**src/rtl/iowin_pkg.sv**
```systemverilog
package iowin_pkg;
  typedef enum logic [1:0] {
    MODE_OFF  = 2'd0,
    MODE_INCL = 2'd1,
    MODE_RSVD = 2'd2,
    MODE_PEEK = 2'd3
  } fwd_mode_e;
endpackage

```
**src/rtl/iowin_cfg.sv**
```systemverilog
module iowin_cfg
  import iowin_pkg::*;
#(
  parameter int NUM_WIN = 2,
  parameter int REG_W   = 32,
  parameter int SEL_W   = 3
) (
  input  logic                     clk_i,
  input  logic                     rst_ni,
  input  logic                     we_i,
  input  logic [SEL_W-1:0]         sel_i,
  input  logic [REG_W-1:0]         wdata_i,
  output logic [NUM_WIN*REG_W-1:0] lo_o,
  output logic [NUM_WIN*REG_W-1:0] hi_o,
  output fwd_mode_e                mode_o
);
  localparam logic [SEL_W-1:0] MODE_SEL = SEL_W'(2 * NUM_WIN);

  for (genvar w = 0; w < NUM_WIN; w++) begin : g_win
    localparam logic [SEL_W-1:0] LO_SEL = SEL_W'(2 * w);
    localparam logic [SEL_W-1:0] HI_SEL = SEL_W'(2 * w + 1);

    always_ff @(posedge clk_i or negedge rst_ni) begin
      if (!rst_ni) begin
        lo_o[w*REG_W +: REG_W] <= '0;
        hi_o[w*REG_W +: REG_W] <= '0;
      end else if (we_i) begin
        if (sel_i == LO_SEL) lo_o[w*REG_W +: REG_W] <= wdata_i;
        if (sel_i == HI_SEL) hi_o[w*REG_W +: REG_W] <= wdata_i;
      end
    end
  end

  always_ff @(posedge clk_i or negedge rst_ni) begin
    if (!rst_ni) mode_o <= MODE_OFF;
    else if (we_i && sel_i == MODE_SEL) mode_o <= fwd_mode_e'(wdata_i[1:0]);
  end
endmodule

```
**src/rtl/iowin_match.sv**
```systemverilog
module iowin_match #(
  parameter int ADDR_W   = 40,
  parameter int REG_W    = 32,
  parameter int PREFIX_W = 8,
  parameter int SEG_W    = 4,
  parameter int RANGE_W  = 12
) (
  input  logic [ADDR_W-1:0] addr_i,
  input  logic [REG_W-1:0]  lo_i,
  input  logic [REG_W-1:0]  hi_i,
  output logic              hit_o
);
  localparam int PREFIX_LSB = ADDR_W - PREFIX_W;
  localparam int SEG_LSB    = PREFIX_LSB - SEG_W;
  localparam int RANGE_LSB  = SEG_LSB - RANGE_W;

  logic               prefix_ok, seg_ok, win_open, above_lo, below_hi;
  logic [RANGE_W-1:0] a_rng, lo_rng, hi_rng;
  logic [SEG_W-1:0]   a_seg, lo_seg;

  assign a_rng  = addr_i[RANGE_LSB +: RANGE_W];
  assign a_seg  = addr_i[SEG_LSB +: SEG_W];
  assign lo_rng = lo_i[RANGE_W-1:0];
  assign hi_rng = hi_i[RANGE_W-1:0];
  assign lo_seg = lo_i[RANGE_W +: SEG_W];

  always_comb begin
    prefix_ok = &addr_i[ADDR_W-1:PREFIX_LSB];
    seg_ok    = (a_seg == lo_seg);
    win_open  = (lo_rng < hi_rng);
    above_lo  = (a_rng >= lo_rng);
    below_hi  = (a_rng < hi_rng);
    hit_o     = prefix_ok & seg_ok & win_open & above_lo & below_hi;
  end
endmodule

```
**src/rtl/iowin_remap.sv**
```systemverilog
module iowin_remap #(
  parameter int ADDR_W  = 40,
  parameter int IO_W    = 32,
  parameter int TAG_W   = 4,
  parameter int BCAST_W = 14,
  parameter int SEG_LSB = 28
) (
  input  logic [ADDR_W-1:0] addr_i,
  input  logic              bcast_i,
  output logic [IO_W-1:0]   io_addr_o
);
  localparam int PASS_W = IO_W - TAG_W - 2;
  localparam logic [IO_W-1:0] BCAST_MASK = {{BCAST_W{1'b1}}, {(IO_W-BCAST_W){1'b0}}};

  logic [IO_W-1:0] base;
  assign base = {{TAG_W{1'b1}}, addr_i[SEG_LSB-1 -: PASS_W], 2'b00};

  always_comb begin
    io_addr_o = base;
    if (bcast_i) io_addr_o = base | BCAST_MASK;
  end
endmodule

```
**src/rtl/iowin_decoder.sv**
```systemverilog
module iowin_decoder
  import iowin_pkg::*;
#(
  parameter int ADDR_W   = 40,
  parameter int IO_W     = 32,
  parameter int REG_W    = 32,
  parameter int NUM_WIN  = 2,
  parameter int PREFIX_W = 8,
  parameter int SEG_W    = 4,
  parameter int RANGE_W  = 12,
  parameter int TAG_W    = 4,
  parameter int BCAST_W  = 14,
  parameter int SEL_W    = $clog2(2 * NUM_WIN + 1)
) (
  input  logic               clk_i,
  input  logic               rst_ni,
  input  logic               cfg_we_i,
  input  logic [SEL_W-1:0]   cfg_sel_i,
  input  logic [REG_W-1:0]   cfg_wdata_i,
  input  logic               req_valid_i,
  input  logic [ADDR_W-1:0]  req_addr_i,
  input  logic               req_write_i,
  input  logic               req_short_i,
  output logic               fwd_valid_o,
  output logic [IO_W-1:0]    fwd_addr_o,
  output logic               fwd_write_o,
  output logic [NUM_WIN-1:0] win_hit_o
);
  localparam int SEG_LSB = ADDR_W - PREFIX_W - SEG_W;

  logic [NUM_WIN*REG_W-1:0] lo_flat, hi_flat;
  fwd_mode_e                mode_q;
  logic [NUM_WIN-1:0]       hit_vec;
  logic                     any_hit, fwd_d, peek;
  logic [IO_W-1:0]          io_addr;

  iowin_cfg #(.NUM_WIN(NUM_WIN), .REG_W(REG_W), .SEL_W(SEL_W)) u_cfg (
    .clk_i, .rst_ni,
    .we_i(cfg_we_i), .sel_i(cfg_sel_i), .wdata_i(cfg_wdata_i),
    .lo_o(lo_flat), .hi_o(hi_flat), .mode_o(mode_q)
  );

  for (genvar w = 0; w < NUM_WIN; w++) begin : g_match
    iowin_match #(
      .ADDR_W(ADDR_W), .REG_W(REG_W), .PREFIX_W(PREFIX_W),
      .SEG_W(SEG_W), .RANGE_W(RANGE_W)
    ) u_match (
      .addr_i(req_addr_i),
      .lo_i(lo_flat[w*REG_W +: REG_W]),
      .hi_i(hi_flat[w*REG_W +: REG_W]),
      .hit_o(hit_vec[w])
    );
  end

  assign any_hit = |hit_vec;
  assign peek    = (mode_q == MODE_PEEK);

  iowin_remap #(
    .ADDR_W(ADDR_W), .IO_W(IO_W), .TAG_W(TAG_W),
    .BCAST_W(BCAST_W), .SEG_LSB(SEG_LSB)
  ) u_remap (
    .addr_i(req_addr_i), .bcast_i(peek), .io_addr_o(io_addr)
  );

  always_comb begin
    fwd_d = 1'b0;
    unique case (mode_q)
      MODE_INCL: fwd_d = req_valid_i & any_hit;
      MODE_PEEK: fwd_d = req_valid_i & any_hit & req_write_i & req_short_i;
      default:   fwd_d = 1'b0;
    endcase
  end

  always_ff @(posedge clk_i or negedge rst_ni) begin
    if (!rst_ni) begin
      fwd_valid_o <= 1'b0;
      fwd_addr_o  <= '0;
      fwd_write_o <= 1'b0;
      win_hit_o   <= '0;
    end else begin
      fwd_valid_o <= fwd_d;
      fwd_addr_o  <= fwd_d ? io_addr : '0;
      fwd_write_o <= fwd_d & req_write_i;
      win_hit_o   <= req_valid_i ? hit_vec : '0;
    end
  end
endmodule

```
**config.mk**
```make
export PLATFORM = sky130hd
export DESIGN_NAME = iowin_decoder
export DESIGN_NICKNAME = d
export VERILOG_FILES = /design/src/rtl/iowin_pkg.sv /design/src/rtl/iowin_cfg.sv /design/src/rtl/iowin_match.sv /design/src/rtl/iowin_remap.sv /design/src/rtl/iowin_decoder.sv
export SDC_FILE = /design/constraint.sdc
export NUM_CORES = 1
export LEC_CHECK = 0
export BUFFER_PORTS_ARGS = -buffer_cell sky130_fd_sc_hd__buf_2
export CAP_MARGIN = 20
export CORE_ASPECT_RATIO = 0.7
export CORE_MARGIN = 5
export CORE_UTILIZATION = 61
export CTS_BUF_LIST = sky130_fd_sc_hd__clkbuf_8
export DETAILED_ROUTE_END_ITERATION = 10
export PLACE_DENSITY_LB_ADDON = 0.2
export SLEW_MARGIN = 20
export SYNTH_ARGS = -nofsm -noshare
export SYNTH_HDL_FRONTEND = slang
export SYNTH_HIERARCHICAL = 1
export SYNTH_SLANG_ARGS = --single-unit
```
**constraint.sdc**
```tcl
create_clock -name clk_i -period 3.3 [get_ports clk_i]
set_clock_uncertainty 0.05 [all_clocks]
set_input_delay 0.165 -clock clk_i [delete_from_list [all_inputs] [get_ports clk_i]]
set_output_delay 0.165 -clock clk_i [all_outputs]
set_load 0.01 [all_outputs]
```
# == Word level (Yosys, flattened, before mapping) ==
# Cells that the tools add are included.
# word_totals
register_bits,94
out_inout_bits,36
# op_classes
magnitude_cmp,6
n_eq_ne,8
muxes,4
bitwise_logic,12
reduce_logical,8
# op_table
cell,n
12-bit < comparator,4
32-bit 2-to-1 mux,1
28-bit 2-to-1 mux,1
12-bit greater-or-equal comparator,2
1-bit bitwise AND,12
4-bit equality test,2
2-bit AND reduction,4
8-bit AND reduction,1
"3-bit by 2-bit equality test with 1-bit output, second input constant",2
"3-bit by 1-bit equality test with 1-bit output, second input constant",1
"3-bit equality test, second input constant",1
3-bit logical NOT,1
"2-bit by 1-bit equality test with 1-bit output, second input constant",1
"2-bit equality test, second input constant",1
2-bit 2-to-1 mux,1
1-bit case mux with 2 select lines,1
2-bit OR reduction,1
1-bit logical AND,1

# == Logic depth before layout (Yosys ltp) ==
# Gate-level depths: netlist of run 1.
# logic_depth
depth_word,11
mapped_depth,10

# == By module ==
# The synthesis of run 1 kept the hierarchy.
# by_module_without_submodules
mod,instances,cells_each,area_per_inst_um2
iowin_cfg,1,279,4908.5
iowin_match,2,116,863.3
iowin_decoder,1,81,1413.9
iowin_remap,1,34,235.2

# == Worst setup path before layout of run 1 ==
# OpenSTA, ideal clock, no wires.
# synth_path
path_kind,flip-flop to flip-flop
start,register u_cfg.lo_o[43]
end,register fwd_addr_o[10]
arrival_time_ps,2482
t_required_ps,3170
path_slack_ps,688
stages_incl_launch_ff,9
path_buffers,1
synth_period_minus_slack_ps,2612
cell_sequence,dfrtp_1 ha_1 or4_1 a2111oi_2 o2111ai_1 a2111oi_2 o211ai_4 buf_6 nor3b_2
# synth_via
elab_chain_cells,10
# synth_rtl
element,line_no,source
start: declaration,iowin_cfg.sv:13,"output logic [NUM_WIN*REG_W-1:0] lo_o,"
start signal: indexed assignment,iowin_cfg.sv:28,if (sel_i == LO_SEL) lo_o[w*REG_W +: REG_W] <= wdata_i;
12-bit < comparator,iowin_match.sv:30,win_open = (lo_rng < hi_rng);
1-bit bitwise AND,iowin_match.sv:33,hit_o = prefix_ok & seg_ok & win_open & above_lo & below_hi;
1-bit bitwise AND (*) (2 in series),iowin_match.sv:33,
net hit_vec[1],iowin_decoder.sv:33,logic [NUM_WIN-1:0] hit_vec;
2-bit OR reduction (*),iowin_decoder.sv:55,assign any_hit = |hit_vec;
1-bit bitwise AND (*),"iowin_decoder.sv:68, iowin_decoder.sv:69",
1-bit bitwise AND (2 in series),iowin_decoder.sv:69,MODE_PEEK: fwd_d = req_valid_i & any_hit & req_write_i & req_short_i;
1-bit case mux with 2 select lines (*),iowin_decoder.sv:67,unique case (mode_q)
32-bit 2-to-1 mux (*),iowin_decoder.sv:82,fwd_addr_o <= fwd_d ? io_addr : '0;
end signal: assignment,iowin_decoder.sv:82,
end: declaration,iowin_decoder.sv:25,"output logic [IO_W-1:0] fwd_addr_o,"
# The timed path passes the listed nets; every way through them passes the cells marked *.
# A chain may end at the register's enable or synchronous reset.

# == Worst setup path after layout of run 1 ==
# layout_path
start,register u_cfg.lo_o[11]
end,register fwd_addr_o[31]
# Same word-level chain as after synthesis.

==> summary by stage, run 1 <==
Run status
The run finished with clean final reports.

Global routing
The met1 usage in global routing is 0.305. The via count of the first global-routing pass is 4087. For this run, the total global-route usage over all layers was measured as 0.229. The number of antenna violations at the first check in global routing is 0.

After global routing the overflow that remains totals 0. The first global-routing pass estimated 20800 µm of wire. The met2 capacity usage during global routing is 0.372. Entering global routing, the biggest net connects 68 pins. The global routing stage identified its most utilized layer as met2. In the global route stage, met3 resource usage came out at 0.0656.

Route
The aggregate routed wire length is 12500 µm. In this run, the number of DRC markers left after iteration 0 of detailed routing was 148. The average vias per placed instance is 5.49. The post-detailed-route count of antenna-violating nets is 0. Across all layers, the routed design uses 3880 vias. The first TritonRoute pass finished after 4 iterations. For this run, design rule violations remaining after detail routing come to 0. After detailed routing, the average wire length per cell comes to 17.7 µm.

Timing
The max-slew violation total from the final report is 0. The total count of hold-check failures in the final report was 0. After layout, the worst setup slack is 0.264 ns. The final sum of negative setup slack is 0 ns. The maximum clock rate is 0.329 GHz. The worst slew slack as a fraction of its limit is 0.419. The setup violation total in the final timing report is 0.

Dividing the final minimum period by the clock period gives 0.920. The pin slew with the least headroom to its limit is 0.866 ns. Across all hold checks on the routed design, the worst slack comes to 0.0144 ns. The time the worst path needs with I/O delays and setup is 3.04 ns. Setup repair after global routing left no endpoint under its margin.

Worst setup path
The top fanout value on the critical path is 24. The signal on the critical path passes through ha_1 -> or4_1 -> a2111oi_2 -> o2111ai_1 -> a2111oi_2 -> buf_4 -> o211ai_4 -> buf_4 -> nor3b_1. The worst setup path is captured at a register. The capture point of the worst reg-to-reg path is fwd_addr_o[31]. At the worst endpoint, the required time is 3.53 ns. The cell with the biggest individual delay on the critical path is or4_1. The worst register-to-register path has a setup slack of 0.26 ns. The worst setup path is of the reg -> reg kind. The path depth of the worst reg2reg path is 9. The element type at the critical path start is a register.

The signal arrival time at the worst endpoint is 3.27 ns. On the worst path, the slowest cell contributes a delay of 0.57 ns. The beginning of the worst register-to-register path is u_cfg/lo_o[11].

Flow run
The number of max-cap violations is 0.

Clock tree
The root buffer cell chosen for the clock tree is clkbuf_8. The number of buffers on the longest clock path is 2. The clock-pin transition on the worst setup and hold timing paths is 0.09 ns. In this run the number of H-tree levels came out at 3. The CTS sink count is 94. TritonCTS built the clock tree. The clock network latency to the later pin of the worst-skew pair is 0.37 ns. In this run, CTS created clock tree buffers numbering 9. In this run, post-CTS repair resized a total of 0 instances.

Placed design
The placed instances occupy a cell area of 0.00608 mm². The placed wire-length estimate after detailed placement is 9510 µm. The number of placed instances, taps included, is 675. The final estimated routing congestion in global placement is 0.861.

OpenSTA, run right after detailed placement, puts the worst setup slack at 0.295 ns. The quantity of I/O buffers inserted on ports is 98.

Synthesis
The number of instances in the synthesized netlist is 479. The cell area that synthesis handed to floorplanning was 0.00564 mm². For this run, the number of Yosys warnings is 6. A synthesized cell averages 11.8 µm².

Finish
The ratio of cells with drive above 1 in the final layout is 0.372. The final cell count without fillers is 707. In the final design database the tool counted 728 nets. The number of antenna diodes in the final layout is 0. With fillers left out, the area of the finished cells amounts to 0.00649 mm².

Compared with the post-synthesis result, the final layout area differs by 14.9%.

Floorplanning
For this configuration, the core starts out at a cell density of 0.625. Measured along the y axis, the die boundary spans 90.5 µm. The die covers 0.0113 mm². The floorplan has 29 rows. The number of primary I/O pins is 117. The floorplan core area is 0.00903 mm². The die outline width is 125 µm.

Pwr
The leakage power is 3.23 nW. The power density normalized to cell area is 505 mW/mm². The peak supply drop is 0.000453 V.

Hold path
The startpoint of the most critical hold path is cfg_wdata_i[3]. The worst hold path cell count is 2. For hold timing, the worst endpoint is u_cfg/lo_o[35].

The path class of the tightest hold or removal check is in -> reg.
## worst max-delay path, delay by kind of cell, from the launching register on
kind	cells	cell delay, ns
buffers and inverters	2	0.47
AND/OR/NAND/NOR	2	0.79
flip-flops	1	0.41
adder cells (fa/ha/maj)	1	0.20
AO/OA/AOI/OAI	4	1.02
## stage by stage
stage / power [mW] / utilization
final: 3.28 / 0.718
after global routing: 3.50 / 0.718
after CTS: 3.30 / 0.713
after detailed placement: 2.36 / 0.672
after global placement: 2.30 / 0.672
after floorplan: 2.08 / -
## routing by layer
layer / routed length [µm] / part of all wire
met5: 0 / 0
met4: 180 / 0.014
met3: 690 / 0.055
met2: 5950 / 0.48
met1: 5660 / 0.45
## cell type report
class / instances / area [µm²]
Clock buffer: 9 / 124
Clock inverter: 6 / 118
Fill cell: 668 / 2550
Inverter: 48 / 180
Multi-Input combinational cell: 302 / 2830
Sequential cell: 94 / 2350
Tap cell: 124 / 155
Timing Repair Buffer: 124 / 731
## power breakdown
part | internal [mW] | switching, mW | total [mW] | leakage (nW)
Sequential | 1.31 | 0.122 | 1.43 | 1.20
Combinational | 0.443 | 0.490 | 0.933 | 1.91
Clock | 0.507 | 0.408 | 0.914 | 0.118
Total | 2.26 | 1.02 | 3.28 | 3.23
## repair_timing
| item | in CTS | in global routing |
|---|---|---|
| hold buffers | 12 | 5 |
| setup buffers | 0 | 0 |
| endpoints found under the hold margin | 79 | 5 |
## registers in the layout, summed over array words and instances, names as in the netlist
| name | flops |
|---|---|
| fwd_addr_o | 32 |
| u_cfg/lo_o | 32 |
| u_cfg/mode_o | 2 |
| u_cfg/hi_o | 24 |
| fwd_write_o | 1 |
| fwd_valid_o | 1 |
| win_hit_o | 2 |
## worst max-delay path by stage
stage / start / endpoint / slack (ns) / cells after the start
finish: u_cfg/lo_o[11] / fwd_addr_o[31] / 0.26 / 9
global route: u_cfg/lo_o[11] / fwd_addr_o[31] / 0.09 / 9
CTS: u_cfg/lo_o[43] / fwd_addr_o[4] / 0.27 / 8
detailed placement: u_cfg/lo_o[43] / fwd_addr_o[4] / 0.30 / 8
global placement: u_cfg/lo_o[43] / fwd_addr_o[31] / 0.36 / 8
floorplan: u_cfg/lo_o[43] / fwd_addr_o[10] / 0.69 / 8
## cell usage in the layout, fill, tap and decap left out, drive strengths merged
master       count
ha              68
and2             3
a2111oi          4
nor3b           33
buf            107
inv             50
mux2            58
o31ai            2
a21oi           22
or2             10
o21ai            8
nand4           12
clkinvlp         1
dfrtp           94
nor4b            1
nor3             2
and4bb           1
a211oi           2
or4              2
bufinv           3
nand4b           1
nand2           14
xnor2            8
nand3            6
conb             6
nor2            17
o2111ai          6
clkbuf           9
a21boi           5
a21o             8
o211ai           1
dlygate4sd3     17
nor4bb           2
No activity file was read; power rests on OpenSTA's default activity.
==> run 2: changes to the inputs <==
--- a/config.mk
+++ b/config.mk
@@ -9,5 +9,5 @@
 export CAP_MARGIN = 20
 export CORE_ASPECT_RATIO = 0.7
-export CORE_MARGIN = 5
+export CORE_MARGIN = 1.5
 export CORE_UTILIZATION = 61
 export CTS_BUF_LIST = sky130_fd_sc_hd__clkbuf_8
==> constraint.sdc (replaced) <==
create_clock -name clk_i -period 3.1 [get_ports clk_i]
set_clock_uncertainty 0.05 [all_clocks]
set_input_delay 0.155 -clock clk_i [delete_from_list [all_inputs] [get_ports clk_i]]
set_output_delay 0.155 -clock clk_i [all_outputs]
set_load 0.1 [all_outputs]
==> run 2 against run 1 <==
Global-route usage rose by 3.4 points. Register-to-register slack got worse by 0.22 ns. Fmax fell by 0.57%. Worst setup slack lost 0.22 ns. Via count up 2.3%. Die area fell by 13%. First-iteration DRC count rose by 57%. Clock-buffer cell count up 1. Wire length shrank 0.57%. Critical path depth down 1. Critical path type unchanged. Critical endpoint is now fwd_addr_o[2].
==> summary by stage, run 2 (synthesis gave the netlist of run 1 again) <==
Run status
Run status: finished, final reports clean (unchanged).

Timing
The pin slew with the least headroom to its limit is 0.938 ns (was 0.866 ns). The worst hold margin is 0.0143 ns (was 0.0144 ns). The maximum clock rate is 0.328 GHz (was 0.329 GHz). The setup violation total in the final timing report is 0 (unchanged). The final critical-path share of the clock period is 0.985 (was 0.920).

The total count of hold-check failures in the final report is 0 (unchanged). The time the worst path needs with I/O delays and setup is 3.05 ns (was 3.04 ns). The max-slew violation total from the final report is 0 (unchanged). The post-route worst setup slack is 0.0469 ns (was 0.264 ns).

The worst slew slack as a fraction of its limit is 0.373 (was 0.419).

Route
The violation count after the first detailed-routing iteration is 232 (was 148). The post-detailed-route count of antenna-violating nets is 0 (unchanged). The detailed-route wire length per cell was 17.4 µm (was 17.7 µm).

The total iterations of the first detailed-routing run is 5 (was 4). The aggregate routed wire length is 12400 µm (was 12500 µm). The via total after detailed routing is 3970 (was 3880).

The number of design rule violations left after detail routing is 0 (unchanged). The average vias per placed instance is 5.55 (was 5.49).

Floorplanning
The number of primary I/O pins is 117 (unchanged). The initial standard-cell utilization of the core is 0.625 (unchanged). The die outline area is 0.00985 mm² (was 0.0113 mm²). The floorplan core area was 0.00903 mm² (unchanged). The height of the die is 83.5 µm (was 90.5 µm). The die outline width is 118 µm (was 125 µm). The number of core rows is 29 (unchanged).

Pwr
The power density normalized to cell area is 507 mW/mm² (was 505 mW/mm²). The peak supply drop is 0.000347 V (was 0.000453 V). The final total power came to 3.32 mW (was 3.28 mW). The leakage power was 3.23 nW (about the same).

Finish
The growth of design area from synthesis to finish is 16.0% (was 14.9%). The utilization of the core after routing is 0.725 (was 0.718). Most frequent cells in the layout: buf_2 (97), dfrtp_1 (94), ha_1 (68), mux2_2 (55), inv_1 (48) (unchanged). The filler cell count is 648 (was 668). The area of all placed cells without fillers is 0.00655 mm² (was 0.00649 mm²). The post-layout net count is 735 (was 728). The most frequent standard cell in the layout excluding fill and tap cells was buf_2 (unchanged). The antenna diode count is 0 (unchanged). Biggest regs: fwd_addr_o (32), u_cfg/lo_o (32), u_cfg/hi_o (24) (unchanged).

The ratio of cells with drive above 1 in the final layout was 0.367 (was 0.372). The area taken by flip-flops and latches came to 0.00235 mm² (unchanged). The area of combinational cells with multiple inputs came to 0.00284 mm² (was 0.00283 mm²).

Hold path
The startpoint of the most critical hold path is cfg_wdata_i[6] (was cfg_wdata_i[3]). The class of the tightest hold or removal check is in -> reg (unchanged).

Flow run
The number of max-cap violations was 0 (unchanged).

Worst setup path
The signal arrival time at the worst endpoint is 3.30 ns (was 3.27 ns). The top fanout value on the critical path is 15 (was 24). The critical path class is reg -> reg (unchanged). The element type at the critical path start is a register (unchanged). The kind of end point of the critical path is a register (unchanged).

The data required time at the worst endpoint is 3.35 ns (was 3.53 ns). The beginning of the worst register-to-register path is u_cfg/lo_o[11] (unchanged). The beginning of the critical path is u_cfg/lo_o[11] (unchanged).

Placed design
The setup slack after placement is 0.0740 ns (was 0.295 ns). The quantity of I/O buffers inserted on ports came to 98 (unchanged). The final estimated routing congestion in global placement is 0.892 (was 0.861). The placed wire-length estimate after detailed placement is 9340 µm (was 9510 µm). The placement-stage cell area is 0.00609 mm² (was 0.00608 mm²).

Global routing
The total global routing track utilization is 0.263 (was 0.229). The residual overflow from global routing is 0 (unchanged). The number of antenna violations at the first check in global routing came to 1 (was 0). The via count of the first global-routing pass came to 4013 (was 4087). The largest net degree at the start of global routing is 49 (was 68). The global-route wire length before repair came to 20000 µm (was 20800 µm).

Clock tree
The number of levels in the clock H-tree is 3 (unchanged). The clock network latency to the later pin of the worst-skew pair is 0.38 ns (was 0.37 ns). The post-CTS setup repair buffer count is 0 (unchanged). The number of buffers on the longest clock path is 2 (unchanged). The CTS tree is built (unchanged).

The CTS root buffer was clkbuf_8 (unchanged). The CTS sink count is 94 (unchanged). The clock buffer count from CTS is 9 (unchanged).

The clock-pin transition on the worst setup and hold timing paths was 0.10 ns (was 0.09 ns).
[run 2: changes by cell type in the layout (fill, tap and decap cells not counted), sizes merged]
cell / delta
clkbuf: +1
bufinv: -3
clkinvlp: +3
buf: -1
dlygate4sd3: +8
[run 2: through the flow]
stage	setup TNS (ns)	cells
floorplan	0	483
global placement	0	674
detailed placement	0	674
CTS	0	714
global route	-0.0494	715
finish	0	715
[run 2: worst paths after layout]
kind | slack (ns) | cells after the start | endpoint
max | 0.05 | 8 | fwd_addr_o[2]
min | 0.01 | 2 | u_cfg/lo_o[38]
max reg2reg | 0.05 | 8 | fwd_addr_o[2]
min reg2reg | 0.46 | 1 | u_cfg/hi_o[39]
max in group asynchronous | 2.06 | 3 | u_cfg/hi_o[7]
min in group asynchronous | 0.27 | 2 | u_cfg/lo_o[14]
[run 2: what timing repair did]
action                                 4_1_cts  5_1_grt
setup endpoints to repair                    0       16
gates resized for setup                      0        1
hold buffers                                24        1
endpoints found under the hold margin       84        1
[run 2: final cells by class]
type | count | area share
Sequential cell | 94 | 0.359
Clock inverter | 6 | 0.00803
Multi-Input combinational cell | 302 | 0.434
Inverter | 48 | 0.0275
Tap cell | 124 | 0.0237
Timing Repair Buffer | 131 | 0.127
Clock buffer | 10 | 0.0210
[run 2: worst max-delay path: stages, from the launching register on]
cell and delay, ns:
dfrtp_1 0.42, ha_1 0.21, or4_1 0.55, a2111oi_2 0.37
o2111ai_1 0.27, a2111oi_4 0.52, o211ai_4 0.13, buf_4 0.23
nor3b_2 0.20
[run 2: per-layer routing]
metal,vias to the layer above,track usage,part of all wire
li1,1867,-,-
met1,1965,0.356,0.46
met2,120,0.422,0.46
met3,18,0.0724,0.061
met4,0,0.0676,0.015
met5,-,0,0
[run 2: power by group]
group,internal (mW),leakage (nW),switching [mW]
Sequential,1.39,1.20,0.126
Combinational,0.481,1.95,0.535
Clock,0.324,0.0846,0.460
==> run 3: changes to the inputs <==
Settings changed: CTS_CLUSTER_SIZE from default to 28.
Clock period 3.1 ns to 3.5 ns, I/O delays scaled along.
==> run 3 against run 2 <==
Final area shrank 1.9%. Register-to-register slack gained 0.29 ns. First-iteration DRC count down 22%. Total power down 11%. Fmax fell by 3.4%. Critical endpoint is now fwd_addr_o[31]. Global-route usage is 0.60 points lower. Critical path type unchanged. Final cell count is 1.4% lower. Largest power group unchanged. Largest cell class unchanged. Critical path depth unchanged. Wire length fell by 5.1%. Via count fell by 4.7%.
==> summary by stage, run 3 (synthesis gave the netlist of run 1 again) <==
Floorplanning
The initial standard-cell utilization of the core came to 0.625 (unchanged). The height of the die is 83.5 µm (unchanged). The number of primary I/O pins was 117 (unchanged). The die outline area is 0.00985 mm² (unchanged).

The number of core rows is 29 (unchanged). The floorplan core area came to 0.00903 mm² (unchanged). The die outline width came to 118 µm (unchanged).

Finish
The filler cell count is 674 (was 648). The area of combinational cells with multiple inputs is 0.00283 mm² (was 0.00284 mm²). Biggest regs: fwd_addr_o (32), u_cfg/lo_o (32), u_cfg/hi_o (24) (unchanged). The post-layout net count is 725 (was 735).

The ratio of cells with drive above 1 in the final layout is 0.368 (was 0.367). The area of all placed cells without fillers is 0.00642 mm² (was 0.00655 mm²). The most frequent standard cell in the layout excluding fill and tap cells is buf_2 (unchanged).

The growth of design area from synthesis to finish is 13.7% (was 16.0%). The area taken by flip-flops and latches is 0.00235 mm² (unchanged). The antenna diode count was 0 (unchanged). Most frequent cells in the layout: buf_2 (97), dfrtp_1 (94), ha_1 (68), mux2_2 (55), inv_1 (49) (was buf_2 (97), dfrtp_1 (94), ha_1 (68), mux2_2 (55), inv_1 (48)).

Clock tree
The clock-pin transition on the worst setup and hold timing paths is 0.09 ns (was 0.10 ns). The number of levels in the clock H-tree is 3 (unchanged). The clock buffer count from CTS is 9 (unchanged). The post-cts repair resize count is 0 (unchanged). The clock network latency to the later pin of the worst-skew pair is 0.38 ns (about the same).

The number of buffers on the longest clock path is 2 (unchanged). The CTS root buffer is clkbuf_8 (unchanged). The CTS sink count is 94 (unchanged). The CTS tree is built (unchanged).

Worst setup path
The cell with the biggest individual delay on the critical path is a2111oi_2 (was or4_1). The data required time at the worst endpoint was 3.74 ns (was 3.35 ns). The kind of cell adding the most delay to the critical path is compound AO/OA/AOI/OAI gates (unchanged).

Worst-path cell chain: ha_1 -> or4_1 -> a2111oi_2 -> o2111ai_1 -> a2111oi_2 -> o211ai_4 -> buf_4 -> nor3b_1 (was ha_1 -> or4_1 -> a2111oi_2 -> o2111ai_1 -> a2111oi_4 -> o211ai_4 -> buf_4 -> nor3b_2). The critical path class is reg -> reg (unchanged). The element type at the critical path start is a register (unchanged). The kind of end point of the critical path is a register (unchanged).

The signal arrival time at the worst endpoint is 3.40 ns (was 3.30 ns). The top fanout value on the critical path is 34 (was 15). The delay contributed by the slowest stage of the critical path came to 0.67 ns (was 0.55 ns). The most repeated library cell on the critical path is a2111oi_2. The buffering stage count on the worst path with inverters included is 1 (unchanged).

Timing
The maximum clock rate came to 0.317 GHz (was 0.328 GHz). The pin slew with the least headroom to its limit is 0.904 ns (was 0.938 ns). The final sum of negative setup slack is 0 ns (unchanged).

The time the worst path needs with I/O delays and setup was 3.16 ns (was 3.05 ns). The max-slew violation total from the final report is 0 (unchanged). The final critical-path share of the clock period is 0.903 (was 0.985). Setup repair after global routing left no endpoint under its margin. The setup violation total in the final timing report is 0 (unchanged). The total count of hold-check failures in the final report is 0 (unchanged). The worst hold margin is 0.00983 ns (was 0.0143 ns). The worst slew slack as a fraction of its limit is 0.396 (was 0.373).

Route
The detailed-route wire length per cell is 16.7 µm (was 17.4 µm). The number of design rule violations left after detail routing is 0 (unchanged). The violation count after the first detailed-routing iteration is 182 (was 232). The average vias per placed instance came to 5.36 (was 5.55). The aggregate routed wire length came to 11800 µm (was 12400 µm). The post-detailed-route count of antenna-violating nets is 0 (unchanged). The total iterations of the first detailed-routing run came to 4 (was 5). The via total after detailed routing was 3782 (was 3970).

Global routing
The residual overflow from global routing is 0 (unchanged). The number of antenna violations at the first check in global routing is 0 (was 1). The total global routing track utilization came to 0.257 (was 0.263). The largest net degree at the start of global routing is 68 (was 49). The via count of the first global-routing pass is 3959 (was 4013). The global-route wire length before repair is 19600 µm (was 20000 µm).

Hold path
The class of the tightest hold or removal check is in -> reg (unchanged).

Placed design
The placed wire-length estimate after detailed placement is 8950 µm (was 9340 µm). The final estimated routing congestion in global placement came to 0.879 (was 0.892). The quantity of I/O buffers inserted on ports was 98 (unchanged). The placement-stage cell area is 0.00605 mm² (was 0.00609 mm²).

Pwr
The power density normalized to cell area is 458 mW/mm² (was 507 mW/mm²). The leakage power is 3.20 nW (was 3.23 nW). The peak supply drop is 0.000377 V (was 0.000347 V).

Flow run
The number of max-cap violations came to 0 (unchanged).

Run status
Run status: finished, final reports clean (unchanged).
## run 3: cell types whose count changed in the layout (fill, tap and decap cells not counted), moves of 2 or more
cell / before / now
clkinvlp_4: 4 / 0
clkinv_2: 0 / 2
buf_12: 2 / 0
dlygate4sd3_1: 25 / 17
## run 3: per-layer routing
metal  up-vias  GRT usage  part of all wire
met5         -          0                 0
met2        85      0.412              0.46
met4         0     0.0721             0.013
met3        16     0.0587             0.051
li1       1851          -                 -
met1      1830      0.354              0.47
## run 3: final cells by class
| cell class | instances | share of cell area |
|---|---|---|
| repair buffers | 121 | 0.110 |
| inverters | 48 | 0.0281 |
| flip-flops and latches | 94 | 0.366 |
| clock buffers | 9 | 0.0193 |
| clock inverters | 7 | 0.0113 |
| well taps | 124 | 0.0242 |
| multi-input cells | 302 | 0.440 |
## run 3: timing repair
action,4_1_cts,5_1_grt
hold buffers,16,1
buffers inserted,0,0
hold endpoints to repair,84,1
## run 3: metrics by stage
stage / setup slack [ns] / std cells / power (mW) / utilization
detailed placement: 0.359 / 672 / 2.21 / 0.670
global route: 0.177 / 705 / 3.15 / 0.711
floorplan: 0.888 / 483 / 1.96 / -
CTS: 0.329 / 704 / 2.96 / 0.709
global placement: 0.432 / 672 / 2.16 / 0.670
finish: 0.341 / 705 / 2.94 / 0.711
## run 3: report_power, final
part	leakage, nW	switching [mW]	total [mW]	internal, mW
clock	0.107	0.395	0.728	0.334
combinational	1.89	0.448	0.863	0.414
sequential	1.20	0.114	1.35	1.23
total	3.20	0.957	2.94	1.98
## run 3: worst paths after layout
| check | from | endpoint | slack, ns | cells after the start |
|---|---|---|---|---|
| worst max-delay path | u_cfg/lo_o[11] | fwd_addr_o[31] | 0.34 | 8 |
| worst min-delay path | req_addr_i[14] | fwd_addr_o[14] | 0.01 | 2 |
| worst max register to register | u_cfg/lo_o[11] | fwd_addr_o[31] | 0.34 | 8 |
| worst min register to register | u_cfg/hi_o[1] | u_cfg/hi_o[1] | 0.44 | 1 |
| max in group asynchronous | rst_ni | fwd_addr_o[3] | 2.15 | 3 |
| min in group asynchronous | rst_ni | fwd_addr_o[12] | 0.38 | 2 |
## run 3: worst register-to-register path: cells and delay by family, from the launching register on
kind / cells / cell delay, ns
and+or+nand+nor: 2 / 0.78
AOI/OAI and AO/OA: 4 / 1.33
buffers and inverters: 1 / 0.31
adders and majority gates: 1 / 0.20
DFF: 1 / 0.41
